==> config.mk <==
export PLATFORM = sky130hd
export DESIGN_NAME = paged_csr_seq
export DESIGN_NICKNAME = d
export VERILOG_FILES = /design/src/rtl/paged_csr_pkg.sv /design/src/rtl/csr_addr_xlate.sv /design/src/rtl/csr_pgsel_merge.sv /design/src/rtl/csr_lane_unit.sv /design/src/rtl/paged_csr_seq.sv
export SDC_FILE = /design/constraint.sdc
export NUM_CORES = 1
export LEC_CHECK = 0
export BUFFER_PORTS_ARGS = -buffer_cell sky130_fd_sc_hd__buf_2
export CORE_UTILIZATION = 58
export DETAILED_ROUTE_END_ITERATION = 16
export PLACE_DENSITY_LB_ADDON = 0.05
export SETUP_SLACK_MARGIN = 0.02
export SLEW_MARGIN = 30
export SYNTH_ARGS = -nofsm -noshare
export SYNTH_HDL_FRONTEND = slang
export SYNTH_SLANG_ARGS = --single-unit
export TNS_END_PERCENT = 100
==> constraint.sdc <==
create_clock -name clk_i -period 4.2 [get_ports clk_i]
set_input_delay 0.21 -clock clk_i [delete_from_list [all_inputs] [get_ports clk_i]]
set_output_delay 0.21 -clock clk_i [all_outputs]
set_load 0.05 [all_outputs]
==> src/rtl/paged_csr_pkg.sv <==
package paged_csr_pkg;

  typedef enum logic [2:0] {
    ST_IDLE,
    ST_RD_CTRL,
    ST_WR_CTRL,
    ST_DATA,
    ST_RESP
  } seq_state_t;

  localparam logic [1:0] RSP_OK       = 2'b00;
  localparam logic [1:0] RSP_BAD_SIZE = 2'b01;
  localparam logic [1:0] RSP_MISALIGN = 2'b10;

endpackage

==> src/rtl/csr_addr_xlate.sv <==
module csr_addr_xlate #(
  parameter int OFF_W  = 12,
  parameter int WIN_W  = 10,
  parameter int PAGE_W = 6,
  parameter logic [OFF_W-1:0] BOUNDARY = 12'hC00
) (
  input  logic [OFF_W-1:0]  offset_i,
  input  logic [2:0]        size_i,
  output logic              size_ok_o,
  output logic              align_ok_o,
  output logic              paged_o,
  output logic [PAGE_W-1:0] page_o,
  output logic [OFF_W-1:0]  bus_off_o
);

  localparam logic [OFF_W-1:0] LO_MASK = OFF_W'((1 << WIN_W) - 1);
  localparam int EXT_W = OFF_W + PAGE_W + WIN_W;

  logic [EXT_W-1:0] off_ext;
  logic [2:0]       size_m1;

  always_comb begin
    off_ext    = EXT_W'(offset_i);
    size_m1    = size_i - 3'd1;
    size_ok_o  = (size_i == 3'd1) || (size_i == 3'd2) || (size_i == 3'd4);
    align_ok_o = ((offset_i[2:0] & size_m1) == 3'd0);
    paged_o    = (offset_i >= BOUNDARY);
    page_o     = off_ext[WIN_W +: PAGE_W];
    bus_off_o  = paged_o ? ((offset_i & LO_MASK) | BOUNDARY) : offset_i;
  end

endmodule

==> src/rtl/csr_pgsel_merge.sv <==
module csr_pgsel_merge #(
  parameter int DATA_W    = 32,
  parameter int PAGE_W    = 6,
  parameter int FIELD_LSB = 13
) (
  input  logic [DATA_W-1:0] cur_i,
  input  logic [PAGE_W-1:0] page_i,
  output logic [DATA_W-1:0] merged_o
);

  localparam logic [DATA_W-1:0] FIELD_MASK = DATA_W'((1 << PAGE_W) - 1) << FIELD_LSB;

  always_comb begin
    merged_o = (cur_i & ~FIELD_MASK) | (DATA_W'(page_i) << FIELD_LSB);
  end

endmodule

==> src/rtl/csr_lane_unit.sv <==
module csr_lane_unit #(
  parameter int DATA_W = 32,
  parameter int LANE_W = $clog2(DATA_W / 8)
) (
  input  logic [LANE_W-1:0]     lane_i,
  input  logic [2:0]            size_i,
  input  logic [DATA_W-1:0]     wdata_i,
  input  logic [DATA_W-1:0]     rdata_i,
  output logic [DATA_W/8-1:0]   strb_o,
  output logic [DATA_W-1:0]     wlane_o,
  output logic [DATA_W-1:0]     rext_o
);

  localparam int STRB_W = DATA_W / 8;

  logic [STRB_W-1:0] base;
  logic [DATA_W-1:0] rshift;
  logic [LANE_W+2:0] bit_sh;

  always_comb begin
    bit_sh = {lane_i, 3'b000};
    case (size_i)
      3'd1:    base = STRB_W'(1);
      3'd2:    base = STRB_W'(3);
      default: base = '1;
    endcase
    strb_o  = base << lane_i;
    wlane_o = wdata_i << bit_sh;
    rshift  = rdata_i >> bit_sh;
    case (size_i)
      3'd1:    rext_o = DATA_W'(rshift[7:0]);
      3'd2:    rext_o = DATA_W'(rshift[15:0]);
      default: rext_o = rshift;
    endcase
  end

endmodule

==> src/rtl/paged_csr_seq.sv <==
module paged_csr_seq
  import paged_csr_pkg::*;
#(
  parameter int OFF_W     = 12,
  parameter int DATA_W    = 32,
  parameter int WIN_W     = 10,
  parameter int PAGE_W    = 6,
  parameter int PAGE_LSB  = 13,
  parameter logic [OFF_W-1:0] BOUNDARY  = 12'hC00,
  parameter logic [OFF_W-1:0] CTRL_ADDR = 12'h008
) (
  input  logic                clk_i,
  input  logic                rst_i,
  input  logic                req_valid_i,
  output logic                req_ready_o,
  input  logic [OFF_W-1:0]    req_offset_i,
  input  logic [2:0]          req_size_i,
  input  logic                req_write_i,
  input  logic [DATA_W-1:0]   req_wdata_i,
  output logic                rsp_valid_o,
  input  logic                rsp_ready_i,
  output logic [DATA_W-1:0]   rsp_rdata_o,
  output logic [1:0]          rsp_status_o,
  output logic                bus_req_o,
  output logic                bus_we_o,
  output logic [OFF_W-1:0]    bus_addr_o,
  output logic [DATA_W-1:0]   bus_wdata_o,
  output logic [DATA_W/8-1:0] bus_strb_o,
  input  logic                bus_ack_i,
  input  logic [DATA_W-1:0]   bus_rdata_i
);

  localparam int STRB_W = DATA_W / 8;
  localparam int LANE_W = $clog2(STRB_W);

  seq_state_t state;

  logic [OFF_W-1:0]  off_q;
  logic [2:0]        size_q;
  logic              we_q;
  logic [DATA_W-1:0] wdata_q;
  logic [PAGE_W-1:0] page_q;
  logic [OFF_W-1:0]  daddr_q;
  logic              ready_q;

  logic              x_size_ok;
  logic              x_align_ok;
  logic              x_paged;
  logic [PAGE_W-1:0] x_page;
  logic [OFF_W-1:0]  x_bus_off;
  logic [DATA_W-1:0] ctrl_merged;
  logic [STRB_W-1:0] lane_strb;
  logic [DATA_W-1:0] lane_wdata;
  logic [DATA_W-1:0] lane_rext;

  csr_addr_xlate #(
    .OFF_W   (OFF_W),
    .WIN_W   (WIN_W),
    .PAGE_W  (PAGE_W),
    .BOUNDARY(BOUNDARY)
  ) u_xlate (
    .offset_i  (req_offset_i),
    .size_i    (req_size_i),
    .size_ok_o (x_size_ok),
    .align_ok_o(x_align_ok),
    .paged_o   (x_paged),
    .page_o    (x_page),
    .bus_off_o (x_bus_off)
  );

  csr_pgsel_merge #(
    .DATA_W   (DATA_W),
    .PAGE_W   (PAGE_W),
    .FIELD_LSB(PAGE_LSB)
  ) u_merge (
    .cur_i   (bus_rdata_i),
    .page_i  (page_q),
    .merged_o(ctrl_merged)
  );

  csr_lane_unit #(
    .DATA_W(DATA_W),
    .LANE_W(LANE_W)
  ) u_lane (
    .lane_i (off_q[LANE_W-1:0]),
    .size_i (size_q),
    .wdata_i(wdata_q),
    .rdata_i(bus_rdata_i),
    .strb_o (lane_strb),
    .wlane_o(lane_wdata),
    .rext_o (lane_rext)
  );

  assign req_ready_o = ready_q;

  always_ff @(posedge clk_i) begin
    if (rst_i) begin
      state        <= ST_IDLE;
      ready_q      <= 1'b1;
      off_q        <= '0;
      size_q       <= '0;
      we_q         <= 1'b0;
      wdata_q      <= '0;
      page_q       <= '0;
      daddr_q      <= '0;
      bus_req_o    <= 1'b0;
      bus_we_o     <= 1'b0;
      bus_addr_o   <= '0;
      bus_wdata_o  <= '0;
      bus_strb_o   <= '0;
      rsp_valid_o  <= 1'b0;
      rsp_rdata_o  <= '0;
      rsp_status_o <= RSP_OK;
    end else begin
      case (state)
        ST_IDLE: begin
          if (req_valid_i && ready_q) begin
            ready_q <= 1'b0;
            off_q   <= req_offset_i;
            size_q  <= req_size_i;
            we_q    <= req_write_i;
            wdata_q <= req_wdata_i;
            page_q  <= x_paged ? x_page : '0;
            daddr_q <= x_bus_off;
            if (!x_size_ok || !x_align_ok) begin
              // Rejected before any bus step: respond straight away.
              rsp_valid_o  <= 1'b1;
              rsp_rdata_o  <= '0;
              rsp_status_o <= !x_size_ok ? RSP_BAD_SIZE : RSP_MISALIGN;
              state        <= ST_RESP;
            end else begin
              bus_req_o   <= 1'b1;
              bus_we_o    <= 1'b0;
              bus_addr_o  <= CTRL_ADDR;
              bus_wdata_o <= '0;
              bus_strb_o  <= '1;
              state       <= ST_RD_CTRL;
            end
          end
        end
        ST_RD_CTRL: begin
          if (bus_ack_i) begin
            bus_we_o    <= 1'b1;
            bus_addr_o  <= CTRL_ADDR;
            bus_wdata_o <= ctrl_merged;
            bus_strb_o  <= '1;
            state       <= ST_WR_CTRL;
          end
        end
        ST_WR_CTRL: begin
          if (bus_ack_i) begin
            bus_we_o    <= we_q;
            bus_addr_o  <= daddr_q;
            bus_wdata_o <= we_q ? lane_wdata : '0;
            bus_strb_o  <= lane_strb;
            state       <= ST_DATA;
          end
        end
        ST_DATA: begin
          if (bus_ack_i) begin
            bus_req_o    <= 1'b0;
            bus_we_o     <= 1'b0;
            bus_strb_o   <= '0;
            rsp_valid_o  <= 1'b1;
            rsp_rdata_o  <= we_q ? '0 : lane_rext;
            rsp_status_o <= RSP_OK;
            state        <= ST_RESP;
          end
        end
        ST_RESP: begin
          if (rsp_ready_i) begin
            rsp_valid_o <= 1'b0;
            ready_q     <= 1'b1;
            state       <= ST_IDLE;
          end
        end
        default: state <= ST_IDLE;
      endcase
    end
  end

endmodule

# Yosys cells after proc, flatten, opt, wreduce, memory -nomap -nowiden
# Cells that the tools add are included.
# classes
add_sub_neg	1
n_lt_le_gt_ge	1
eq_ne	16
shift	3
n_mux	54
bitwise_logic	2
reduce_logical	21
# ops
operator	n
$mux W32	9
$pmux W32 S2	2
$pmux W32 S3	1
$mux W12	5
$pmux W12 S3	1
$or A32 B19 Y32	1
$shl A32 B5 Y32	1
$shr A32 B5 Y32	1
$mux W4	5
$mux W3	6
$pmux W4 S4	1
$pmux W3 S5	1
$reduce_and A5 Y1	3
$ne A2 B2 Y1 const B	7
$eq A3 B2 Y1 const B	4
$ge A12 B12 Y1 const B	1
$mux W1	12
$mux W2	5
$eq A3 B1 Y1 const B	3
$pmux W4 S2	1
$reduce_and A4 Y1	2
$eq A3 B3 Y1 const B	2
$logic_not A3 Y1	2
$reduce_and A6 Y1	1
15 further kinds	21
# totals
reg_bits	145
in_bits	85
out_inout_bits	86
elab_cells	114

# Longest topological paths before layout
# Gate-level depths: netlist of run 1.
# logic_depth
word_depth	8
depth_mapped	9
depth_no_buf	6

# By module
# A second synthesis of run 1 with hierarchy kept.
# hier_totals
hier_cells	973
area_unflattened_um2	7801.2
# modules_own_cells
mod	instances	cells_per_inst	area_each_um2	seq_area_each_um2
paged_csr_seq	1	724	6094.6	2902.8
csr_lane_unit	1	185	1236.2	0.0
csr_pgsel_merge	1	32	240.2	0.0
csr_addr_xlate	1	32	230.2	0.0

# Worst setup path after synthesis of run 1
# No wires, ideal clock.
# synth_path
path_type	register to register
startpoint	register ready_q (netlist: req_ready_o)
endpoint	register bus_wdata_o[26]
setup_time_ns	0.086
arrival_ns	1.939
required_time_ns	4.114
setup_slack_ns	2.176
stages_incl_launch_ff	7
path_buffers	2
synth_period_minus_slack_ns	2.024
path_cell_list	dfxtp_1 > nand3b_1 > a221o_1 > a211o_1 > buf_2 > buf_4 > a211oi_1
# synth_between
elab_chain_len	3
# synth_rtl
element	line	rtl
start, declared	paged_csr_seq.sv:44	logic ready_q;
start signal, assigned	paged_csr_seq.sv:99	ready_q <= 1'b1;
start signal, assigned	paged_csr_seq.sv:118	ready_q <= 1'b0;
start signal, assigned	paged_csr_seq.sv:173	ready_q <= 1'b1;
$logic_and A1 B1 Y1	paged_csr_seq.sv:117	if (req_valid_i && ready_q) begin
$ne A2 B2 Y1 (no source line)	-	
$reduce_and A5 Y1 (no source line)	-	
end signal, assigned	paged_csr_seq.sv:145	bus_wdata_o <= ctrl_merged;
end signal, assigned	paged_csr_seq.sv:154	bus_wdata_o <= we_q ? lane_wdata : '0;
end, declared	paged_csr_seq.sv:27	output logic [DATA_W-1:0] bus_wdata_o,
# No other way between the ends.
# A chain may end at the register's enable or synchronous reset.

==> reports/metrics.yaml, run 1 <==
status: "finished, final reports clean"
hold_path.startpoint: "req_wdata_i[5]"
ys_async_sr_fraction_pct: 0
worst_setup_sp: "daddr_q[1]$_SDFFE_PP0P_"
series_of_cell_instances_along_the_critical_path: "buf_4 > mux4_2 > a22o_1 > a2111oi_0 > a211oi_1"
combPwrFrac_pct: 15.0
finalCriticalPeriod_ns: 2.52
synth_nets: 877
clock_insertion_delay_worst_skew_ns: 0.43
synth_area_um2: 6800
end_of_the_worst_register_to_register_path: "bus_wdata_o[28]$_SDFFE_PP0P_"
pwr-share-clk_pct: 42.0
finalSetupTns_ns: 0
timing.slew.headroom_pct: 39.7
via_count_of_the_first_global_routing_pass: 5612
synth-main-ff-cell: "sky130_fd_sc_hd__dfxtp_1"
core_um2: 11400
placement.io_buffers: 170
post_route_cells_drive_above_1_share_pct: 25.5
power_w: 0.00336
ys_warn_count: 0
most_common_cell_after_layout_fill_and_taps_aside: "sky130_fd_sc_hd__nand2_1"
syn_area_per_cell_um2: 8.63
irDropWorstVdd_v: 0.000274
post-cts-setup-buffer-count: 0
p_sw_share_pct: 28.8
seq_power_share_pct: 42.9
vias_per_cell: 5.94
cts_tree: "yes"
post-route-drc-count: 0
placed_cells: 1045
worst-endpoint-required_ns: 4.46
finalSetupViolCount: 0
synth_enable_flop_cells: 0
reg2reg_slack_ns: 1.68
io_pins: 171
timing.critical_path.to_type: "register"
timing.reg2reg.worst_path_depth: 5
final_nets: 1010
cell_count_of_the_worst_hold_path: 3
hold_slack_ns: 0.0201
critical_path_depth: 5
synthesis.instances: 788
ys_seq_elements: 138
wl_per_cell_um: 18.0
drt_pre_antenna_iters: 5
antenna_violation_net_count_after_detailed_routing: 0
area_delta_synth_final_pct: 20.7
dr_total_vias: 6398
grtUsageTotal_pct: 32.3
place.detailed.hpwl_um: 13800
start_util_pct: 59.6
fin_worst_skew_ns: 0.00793
diodes: 0
maxcap_viol_count: 0
grt_start_max_net_pins: 88
post_synth_num_cell_types: 55
num_rows: 39
final_cell_mix: "sky130_fd_sc_hd__nand2_1, sky130_fd_sc_hd__buf_2, sky130_fd_sc_hd__dfxtp_1, sky130_fd_sc_hd__mux2i_1, sky130_fd_sc_hd__a21oi_1"
holdCritPathClass: "in2reg"
ctsHtreeMaxLevel: 4
antenna_found_initial: 0
cts.path.max_buffers: 2
power-per-cell-area_nw_per_um2: 409
power_report.internal_total_w: 0.00239
path_delay_family: "flip-flops"
p_leak_nw: 3.54
report.final.slew_viol_count: 0
timing.critical_path.from_type: "register"
timing.rr.start: "daddr_q[1]$_SDFFE_PP0P_"
finalHoldViolations: 0
grt_remaining_overflow: 0
worstSetupPathType: "reg2reg"
critPathBufInv: 1
fillerInstances: 906
period_share_pct: 60.1
dieHeight_um: 110
numClockSinks: 138
postCtsResizedCells: 0
synth-seq-area-share_pct: 40.6
gp_congestion: 0.937
highest_fanout_seen_on_the_critical_path: 38
clock-root-buffer: "sky130_fd_sc_hd__clkbuf_16"
holdBufCountCts: 0
post-route-cell-area_um2: 8210
cpMaxStageDelayCell: "sky130_fd_sc_hd__dfxtp_2"
detailedRoute.firstIterationViolations: 616
hold_end: "wdata_q[5]$_SDFFE_PP0P_"
floorplan.die.width_um: 110
critical_path_arrival_ns: 2.79
cts-buffers-inserted: 17
cpPeakStageDelay_ns: 0.90
netSwitchingPower_w: 0.000967
clk_pin_slew_worst_paths_ns: 0.06
grt_first_pass_wirelength_um: 29100
fin_cells: 1077
max_freq_ghz: 0.396
die-area_um2: 12200
worst_slew_pin_slew_ns: 0.905
drt_wl_total_um: 19400
rsz0062_at_grt: "false"
place_area_um2: 7640
## stage by stage
step           utilization (%)  worst slack [ns]
6_report                  71.9              1.68
5_1_grt                   71.9              1.54
4_1_cts                   71.8              1.74
3_5_place_dp              66.9              1.75
3_3_place_gp              66.8              1.61
2_1_floorplan                -              2.18
## kinds of logic (layout without fill, tap and decap cells)
family	Yosys count	in the layout	synth area share, %
compound gates	164	164	16.9
xor+xnor	2	2	0.258
fa+ha+maj	4	4	0.736
buf+inv	87	233	5.39
flops	138	138	40.6
mux	113	113	18.3
simple gates	280	280	17.8
## worst min-delay path: cells and delay by family
| kind | cells | cell delay [ns] |
|---|---|---|
| buf+inv | 1 | 0.09 |
| compound gates | 1 | 0.05 |
| simple gates | 1 | 0.04 |
## power by group through the flow
| stage | Clock [W] | Combinational (W) | Sequential (W) |
|---|---|---|---|
| floorplan | 0 | 0.000333 | 0.00147 |
| global placement | 0 | 0.000483 | 0.00146 |
| CTS | 0.00142 | 0.000498 | 0.00144 |
| finish | 0.00141 | 0.000505 | 0.00144 |
| global route | 0.00147 | 0.000545 | 0.00145 |
| detailed placement | 0 | 0.000495 | 0.00146 |
## layer usage
metal  global-route usage [%]  up-vias  wire [um]
li1                         -     3045          -
met1                     43.6     2986       8310
met4                     16.7        0        753
met2                     48.7      310       8710
met3                     6.47       57       1600
met5                        0        -          0
## synth_stat cells, types with 6 or more instances
library cell                number  area share (%)
sky130_fd_sc_hd__o32ai_1         7            0.90
sky130_fd_sc_hd__a32o_1         14             2.1
sky130_fd_sc_hd__nand3_1         6            0.44
sky130_fd_sc_hd__o2bb2ai_1      12             1.5
sky130_fd_sc_hd__mux4_2          8             2.6
sky130_fd_sc_hd__dfxtp_1       138              41
sky130_fd_sc_hd__nor2_1         13            0.72
sky130_fd_sc_hd__or3_1           7            0.64
sky130_fd_sc_hd__a21oi_1        69             5.1
sky130_fd_sc_hd__o21ai_0         9            0.66
sky130_fd_sc_hd__a22o_1          8             1.0
sky130_fd_sc_hd__inv_1          21             1.2
sky130_fd_sc_hd__a2111oi_0       9             1.2
sky130_fd_sc_hd__buf_2          17             1.3
sky130_fd_sc_hd__a21o_1          8            0.88
sky130_fd_sc_hd__mux2i_1        94              14
sky130_fd_sc_hd__mux2_2          8             1.3
sky130_fd_sc_hd__a211oi_1        9            0.99
sky130_fd_sc_hd__clkbuf_1       38             2.1
sky130_fd_sc_hd__nor3_1          8            0.59
sky130_fd_sc_hd__nand2_1       214              12
sky130_fd_sc_hd__nor2b_1         7            0.64
## state kept, by name, summed over array words and instances (netlist names), 2 cells and up
register / count
bus_wdata_o: 32
bus_addr_o: 12
rsp_rdata_o: 32
size_q: 3
wdata_q: 32
rsp_status_o: 2
daddr_q: 11
bus_strb_o: 4
state: 3
## area by class of cell
type	count	area [um2]	area share, %
Clock inverter	12	100	1.22
Inverter	22	82.6	1.01
Sequential cell	138	2770	33.7
Tap cell	143	179	2.18
Multi-Input combinational cell	563	3710	45.2
Timing Repair Buffer	179	918	11.2
Clock buffer	20	457	5.56
## worst max-delay path by stage
stage | to | slack [ns]
floorplan | bus_wdata_o[26]$_SDFFE_PP0P_ | 2.18
finish | bus_wdata_o[28]$_SDFFE_PP0P_ | 1.68
global route | bus_wdata_o[28]$_SDFFE_PP0P_ | 1.54
global placement | bus_addr_o[3]$_SDFFE_PP0P_ | 1.61
detailed placement | rsp_rdata_o[16]$_SDFFE_PP0P_ | 1.75
CTS | rsp_rdata_o[16]$_SDFFE_PP0P_ | 1.74
No activity file was read; power rests on OpenSTA's default activity.
==> inputs of run 2 (changes only) <==
--- a/config.mk
+++ b/config.mk
@@ -6,7 +6,7 @@
 export NUM_CORES = 1
 export LEC_CHECK = 0
 export BUFFER_PORTS_ARGS = -buffer_cell sky130_fd_sc_hd__buf_2
-export CORE_UTILIZATION = 58
+export CORE_UTILIZATION = 48
 export DETAILED_ROUTE_END_ITERATION = 16
 export PLACE_DENSITY_LB_ADDON = 0.05
 export SETUP_SLACK_MARGIN = 0.02
==> constraint.sdc (replaced) <==
create_clock -name clk_i -period 2.1 [get_ports clk_i]
set_input_delay 0.105 -clock clk_i [delete_from_list [all_inputs] [get_ports clk_i]]
set_output_delay 0.105 -clock clk_i [all_outputs]
set_load 0.05 [all_outputs]
==> reports/metrics.yaml, run 2 (synthesis results as in run 1) <==
status: "finished, final reports clean"
maxcap_viol_count: 0
area_delta_synth_final_pct: 33.7
cts_tree: "yes"
final_nets: 1096
drt_pre_antenna_iters: 5
die-area_um2: 14700
critical_path_arrival_ns: 2.30
power-per-cell-area_nw_per_um2: 752
cpPeakStageDelay_ns: 0.53
worst-endpoint-required_ns: 2.44
fin_util_pct: 65.8
reg2reg_slack_ns: 0.14
period_share_pct: 93.5
end_of_the_worst_register_to_register_path: "bus_wdata_o[29]$_SDFFE_PP0P_"
dr_total_vias: 6737
final_cell_mix: "sky130_fd_sc_hd__nand2_1, sky130_fd_sc_hd__buf_2, sky130_fd_sc_hd__dfxtp_1, sky130_fd_sc_hd__mux2i_1, sky130_fd_sc_hd__a21oi_1"
antenna_found_initial: 0
critPathBufInv: 4
vias_per_cell: 5.61
most_common_cell_after_layout_fill_and_taps_aside: "sky130_fd_sc_hd__nand2_1"
detailedRoute.firstIterationViolations: 489
power_w: 0.00684
floorplan.die.width_um: 121
post-route-drc-count: 0
rsz0062_at_grt: "false"
clk_pin_slew_worst_paths_ns: 0.06
drt_wl_total_um: 21700
timing.critical_path.from_type: "input port"
timing.critical_path.to_type: "register"
clock_insertion_delay_worst_skew_ns: 0.42
worst_slew_pin_slew_ns: 0.744
placement.io_buffers: 170
wl_per_cell_um: 18.1
fin_cells: 1200
finalSetupViolCount: 0
clock-root-buffer: "sky130_fd_sc_hd__clkbuf_16"
core_um2: 13800
via_count_of_the_first_global_routing_pass: 6477
antenna_violation_net_count_after_detailed_routing: 0
cpMaxStageDelayCell: "sky130_fd_sc_hd__dlygate4sd3_1"
cts.path.max_buffers: 2
reg.largest.list: "bus_wdata_o (32), rsp_rdata_o (32), wdata_q (32)"
timing.reg2reg.worst_path_depth: 4
setup_slack_ns: 0.136
dieHeight_um: 121
io_pins: 171
holdCritPathClass: "in2reg"
path_delay_family: "buffers and inverters"
highest_fanout_seen_on_the_critical_path: 14
irDropWorstVdd_v: 0.000520
place.detailed.hpwl_um: 15900
cts-buffers-inserted: 17
finalCriticalPeriod_ns: 1.96
dp_slack_ns: 0.0722
post_route_cells_drive_above_1_share_pct: 26.0
finalSetupTns_ns: 0
ctsHtreeMaxLevel: 4
diodes: 0
numClockSinks: 138
start_util_pct: 49.2
worstSetupPathType: "in2reg"
finalHoldViolations: 0
placed_cells: 1113
grt_first_pass_wirelength_um: 33400
timing.critical_path.to: "bus_addr_o[4]$_SDFFE_PP0P_"
fin_worst_skew_ns: 0.00600
grt_start_max_net_pins: 72
timing.slew.headroom_pct: 50.4
p_leak_nw: 3.95
num_rows: 43
report.final.slew_viol_count: 0
worst_setup_sp: "req_size_i[1]"
max_freq_ghz: 0.509
grt_remaining_overflow: 0
timing.rr.start: "off_q[0]$_SDFFE_PP0P_"
gp_congestion: 0.918
critical_path_depth: 9
grtUsageTotal_pct: 30.1
series_of_cell_instances_along_the_critical_path: "dlygate4sd3_1 > buf_2 > inv_1 > ha_1 > nand2b_1 > a21oi_1 > a211o_4 > buf_4 > mux2i_1"
-- run 2: cell types whose count changed in the layout (fill, tap and decap cells not counted), moves of 2 or more --
| cell | previous run | this run |
|---|---|---|
| sky130_fd_sc_hd__o21ai_1 | 2 | 4 |
| sky130_fd_sc_hd__buf_6 | 0 | 2 |
| sky130_fd_sc_hd__clkinv_4 | 2 | 0 |
| sky130_fd_sc_hd__a2111oi_1 | 0 | 2 |
| sky130_fd_sc_hd__o21ai_0 | 9 | 7 |
| sky130_fd_sc_hd__clkbuf_1 | 1 | 4 |
| sky130_fd_sc_hd__a2111oi_0 | 9 | 7 |
| sky130_fd_sc_hd__buf_4 | 9 | 32 |
| sky130_fd_sc_hd__dlygate4sd3_1 | 0 | 55 |
| sky130_fd_sc_hd__clkinvlp_4 | 3 | 1 |
| sky130_fd_sc_hd__buf_12 | 0 | 6 |
-- run 2: stage by stage --
stage	area, um2	hold WS (ns)
floorplan	6800	0.241
global placement	7980	0.347
detailed placement	7980	0.352
CTS	9070	0.00480
global route	9100	0.0118
finish	9100	0.0160
-- run 2: area by class of cell --
| cell class | instances | area, um2 |
|---|---|---|
| clock buffers | 23 | 468 |
| clock inverters | 9 | 72.6 |
| fillers | 1156 | 4730 |
| inverters | 22 | 82.6 |
| well taps | 180 | 225 |
| flip-flops and latches | 138 | 2770 |
| repair buffers | 265 | 1780 |
| multi-input cells | 563 | 3700 |
-- run 2: how the worst min path moves through the flow --
stage	start	to	depth (start not counted)
detailed placement	req_wdata_i[20]	wdata_q[20]$_SDFFE_PP0P_	3
floorplan	req_wdata_i[24]	wdata_q[24]$_SDFFE_PP0P_	2
CTS	bus_rdata_i[30]	rsp_rdata_o[30]$_SDFFE_PP0P_	3
global route	bus_rdata_i[30]	rsp_rdata_o[30]$_SDFFE_PP0P_	3
finish	bus_rdata_i[30]	rsp_rdata_o[30]$_SDFFE_PP0P_	3
global placement	req_wdata_i[31]	wdata_q[31]$_SDFFE_PP0P_	3
-- run 2: timing repair --
action / CTS / global route
hold buffers: 55 / 0
setup endpoints to repair: 0 / 28
endpoints found under the hold margin: 57 / 0
buffers inserted: 0 / 0
gates resized for setup: 0 / 8
-- run 2: routing by layer --
metal	routed length, um	track usage, %	vias to the layer above	part of all wire, %
met5	0	0	-	0
met4	862	15.2	0	4.0
met3	1440	5.45	46	6.7
met2	9840	47.8	296	45
met1	9540	39.2	3183	44
li1	-	-	3212	-
-- run 2: tightest hold or removal path: cells and delay by family --
| kind | cells | cell delay (ns) |
|---|---|---|
| buf+inv | 1 | 0.15 |
| mux | 1 | 0.06 |
| simple gates | 1 | 0.08 |
-- run 2: report_power, final --
group / total (W) / switching (W) / internal (W)
combinational: 0.00124 / 0.000721 / 0.000519
sequential: 0.00285 / 0.000120 / 0.00273
clock: 0.00275 / 0.00108 / 0.00167
total: 0.00684 / 0.00192 / 0.00492
==> inputs of run 3 (changes only) <==
--- a/config.mk
+++ b/config.mk
@@ -6,8 +6,11 @@
 export NUM_CORES = 1
 export LEC_CHECK = 0
 export BUFFER_PORTS_ARGS = -buffer_cell sky130_fd_sc_hd__buf_2
-export CORE_UTILIZATION = 48
+export CORE_ASPECT_RATIO = 0.75
+export CORE_UTILIZATION = 50
+export CTS_BUF_LIST = sky130_fd_sc_hd__clkbuf_4
 export DETAILED_ROUTE_END_ITERATION = 16
+export GPL_TIMING_DRIVEN = 1
 export PLACE_DENSITY_LB_ADDON = 0.05
 export SETUP_SLACK_MARGIN = 0.02
 export SLEW_MARGIN = 30
==> reports/metrics.yaml, run 3 (synthesis results as in run 1) <==
status: "finished, final reports clean"
timing.critical_path.to_type: "register"
series_of_cell_instances_along_the_critical_path: "mux4_2 > a22o_1 > a2111oi_1 > a211oi_1"
timing.critical_path.from_type: "register"
worst_slew_pin_slew_ns: 0.649
gp_congestion: 0.910
fin_util_pct: 69.8
antenna_found_initial: 0
grt_first_pass_wirelength_um: 33600
finalHoldViolations: 0
setup_slack_ns: 0.0183
final_nets: 1128
timing.slew.headroom_pct: 56.6
clock-root-buffer: "sky130_fd_sc_hd__clkbuf_4"
maxcap_viol_count: 0
rsz0062_at_grt: "true"
drt_wl_total_um: 21800
report.final.slew_viol_count: 0
path_delay_family: "compound AO/OA/AOI/OAI gates"
drt_pre_antenna_iters: 5
finalSetupViolCount: 0
fillerInstances: 1030
ctsHtreeMaxLevel: 4
numClockSinks: 138
clock_insertion_delay_worst_skew_ns: 0.57
power-per-cell-area_nw_per_um2: 662
io_pins: 171
worst-endpoint-required_ns: 2.51
start_util_pct: 51.9
wl_per_cell_um: 17.9
post-cts-setup-buffer-count: 0
diodes: 0
cts-buffers-inserted: 17
worstSetupPathType: "reg2reg"
cpPeakStageDelay_ns: 0.57
antenna_violation_net_count_after_detailed_routing: 0
placement.io_buffers: 170
clk_pin_slew_worst_paths_ns: 0.12
via_count_of_the_first_global_routing_pass: 6438
num_rows: 36
highest_fanout_seen_on_the_critical_path: 12
cpMaxStageDelayCell: "sky130_fd_sc_hd__mux4_2"
place.detailed.hpwl_um: 15600
vias_per_cell: 5.62
area_delta_synth_final_pct: 34.5
post-route-drc-count: 0
core_um2: 13100
detailedRoute.firstIterationViolations: 588
most_common_cell_after_layout_fill_and_taps_aside: "sky130_fd_sc_hd__nand2_1"
fin_worst_skew_ns: 0.0201
grtUsageTotal_pct: 31.7
dp_slack_ns: -0.00640
critPathBufInv: 0
irDropWorstVdd_v: 0.000454
power_w: 0.00606
dr_total_vias: 6865
finalCriticalPeriod_ns: 2.08
grt_remaining_overflow: 0
cts_tree: "yes"
die-area_um2: 14100
period_share_pct: 99.1
final_cell_mix: "sky130_fd_sc_hd__nand2_1, sky130_fd_sc_hd__buf_2, sky130_fd_sc_hd__dfxtp_1, sky130_fd_sc_hd__mux2i_1, sky130_fd_sc_hd__dlygate4sd3_1"
holdCritPathClass: "in2reg"
p_leak_nw: 3.97
critical_path_arrival_ns: 2.49
floorplan.die.width_um: 137
dieHeight_um: 103
max_freq_ghz: 0.480
grt_start_max_net_pins: 59
reg.largest.list: "bus_wdata_o (32), rsp_rdata_o (32), wdata_q (32)"
post_route_cells_drive_above_1_share_pct: 26.0
cts.path.max_buffers: 2
run 3: cell types whose count changed in the layout (fill, tap and decap cells not counted), sizes merged:
cell         before  now
bufinv            1    4
clkinv            7    4
clkbuf           23   21
buf             210  214
clkinvlp          1    2
dlygate4sd3      55   83
run 3: where the power goes:
part	switching [W]	leakage [nW]	total (W)	internal [W]
combinational	0.000740	2.69	0.00129	0.000549
sequential	0.000110	1.12	0.00284	0.00273
clock	0.000959	0.160	0.00193	0.000975
total	0.00181	3.97	0.00606	0.00425
run 3: layout make-up:
| class | count | area [um2] | share of cell area (%) |
|---|---|---|---|
| well taps | 171 | 214 | 2.34 |
| inverters | 22 | 82.6 | 0.903 |
| repair buffers | 297 | 2070 | 22.6 |
| clock buffers | 21 | 158 | 1.72 |
| clock inverters | 10 | 150 | 1.64 |
| flip-flops and latches | 138 | 2770 | 30.3 |
| multi-input cells | 563 | 3710 | 40.6 |
run 3: stage by stage:
| step | cell area (um2) | hold slack [ns] | TNS [ns] | cells |
|---|---|---|---|---|
| 2_1_floorplan | 6800 | 0.241 | 0 | 788 |
| 6_report | 9150 | 0.0798 | 0 | 1222 |
| 3_3_place_gp | 7980 | 0.345 | 0 | 1108 |
| 3_5_place_dp | 7980 | 0.352 | -0.00640 | 1108 |
| 4_1_cts | 9120 | 0.0620 | 0 | 1222 |
| 5_1_grt | 9150 | 0.0642 | -0.0198 | 1222 |
run 3: worst register-to-register path: stages, from the launching register on:
cell,delay (ns)
sky130_fd_sc_hd__dfxtp_2,0.52
sky130_fd_sc_hd__mux4_2,0.57
sky130_fd_sc_hd__a22o_1,0.21
sky130_fd_sc_hd__a2111oi_1,0.53
sky130_fd_sc_hd__a211oi_1,0.11
run 3: worst paths after layout:
kind	startpoint	end	slack [ns]	depth (start not counted)
setup / recovery	off_q[0]$_SDFFE_PP0P_	bus_wdata_o[31]$_SDFFE_PP0P_	0.02	4
hold / removal	rst_i	bus_req_o$_SDFFE_PP0P_	0.08	3
setup reg to reg	off_q[0]$_SDFFE_PP0P_	bus_wdata_o[31]$_SDFFE_PP0P_	0.02	4
hold reg to reg	daddr_q[4]$_SDFFE_PP0P_	bus_addr_o[4]$_SDFFE_PP0P_	0.46	2
run 3: per-layer routing:
metal | up-vias | part of all wire, % | global-route usage (%)
li1 | 3277 | - | -
met1 | 3232 | 45 | 42.5
met2 | 316 | 46 | 51.9
met3 | 40 | 7.1 | 5.41
met4 | 0 | 1.8 | 10.6
met5 | - | 0 | 0
run 3: timing repair:
| item | 4_1_cts | 5_1_grt |
|---|---|---|
| resized for setup | 2 | 11 |
| hold endpoints to repair | 92 | 0 |
| setup endpoints to repair | 1 | 71 |
| pin swaps | 0 | 0 |
| hold buffers | 83 | 0 |
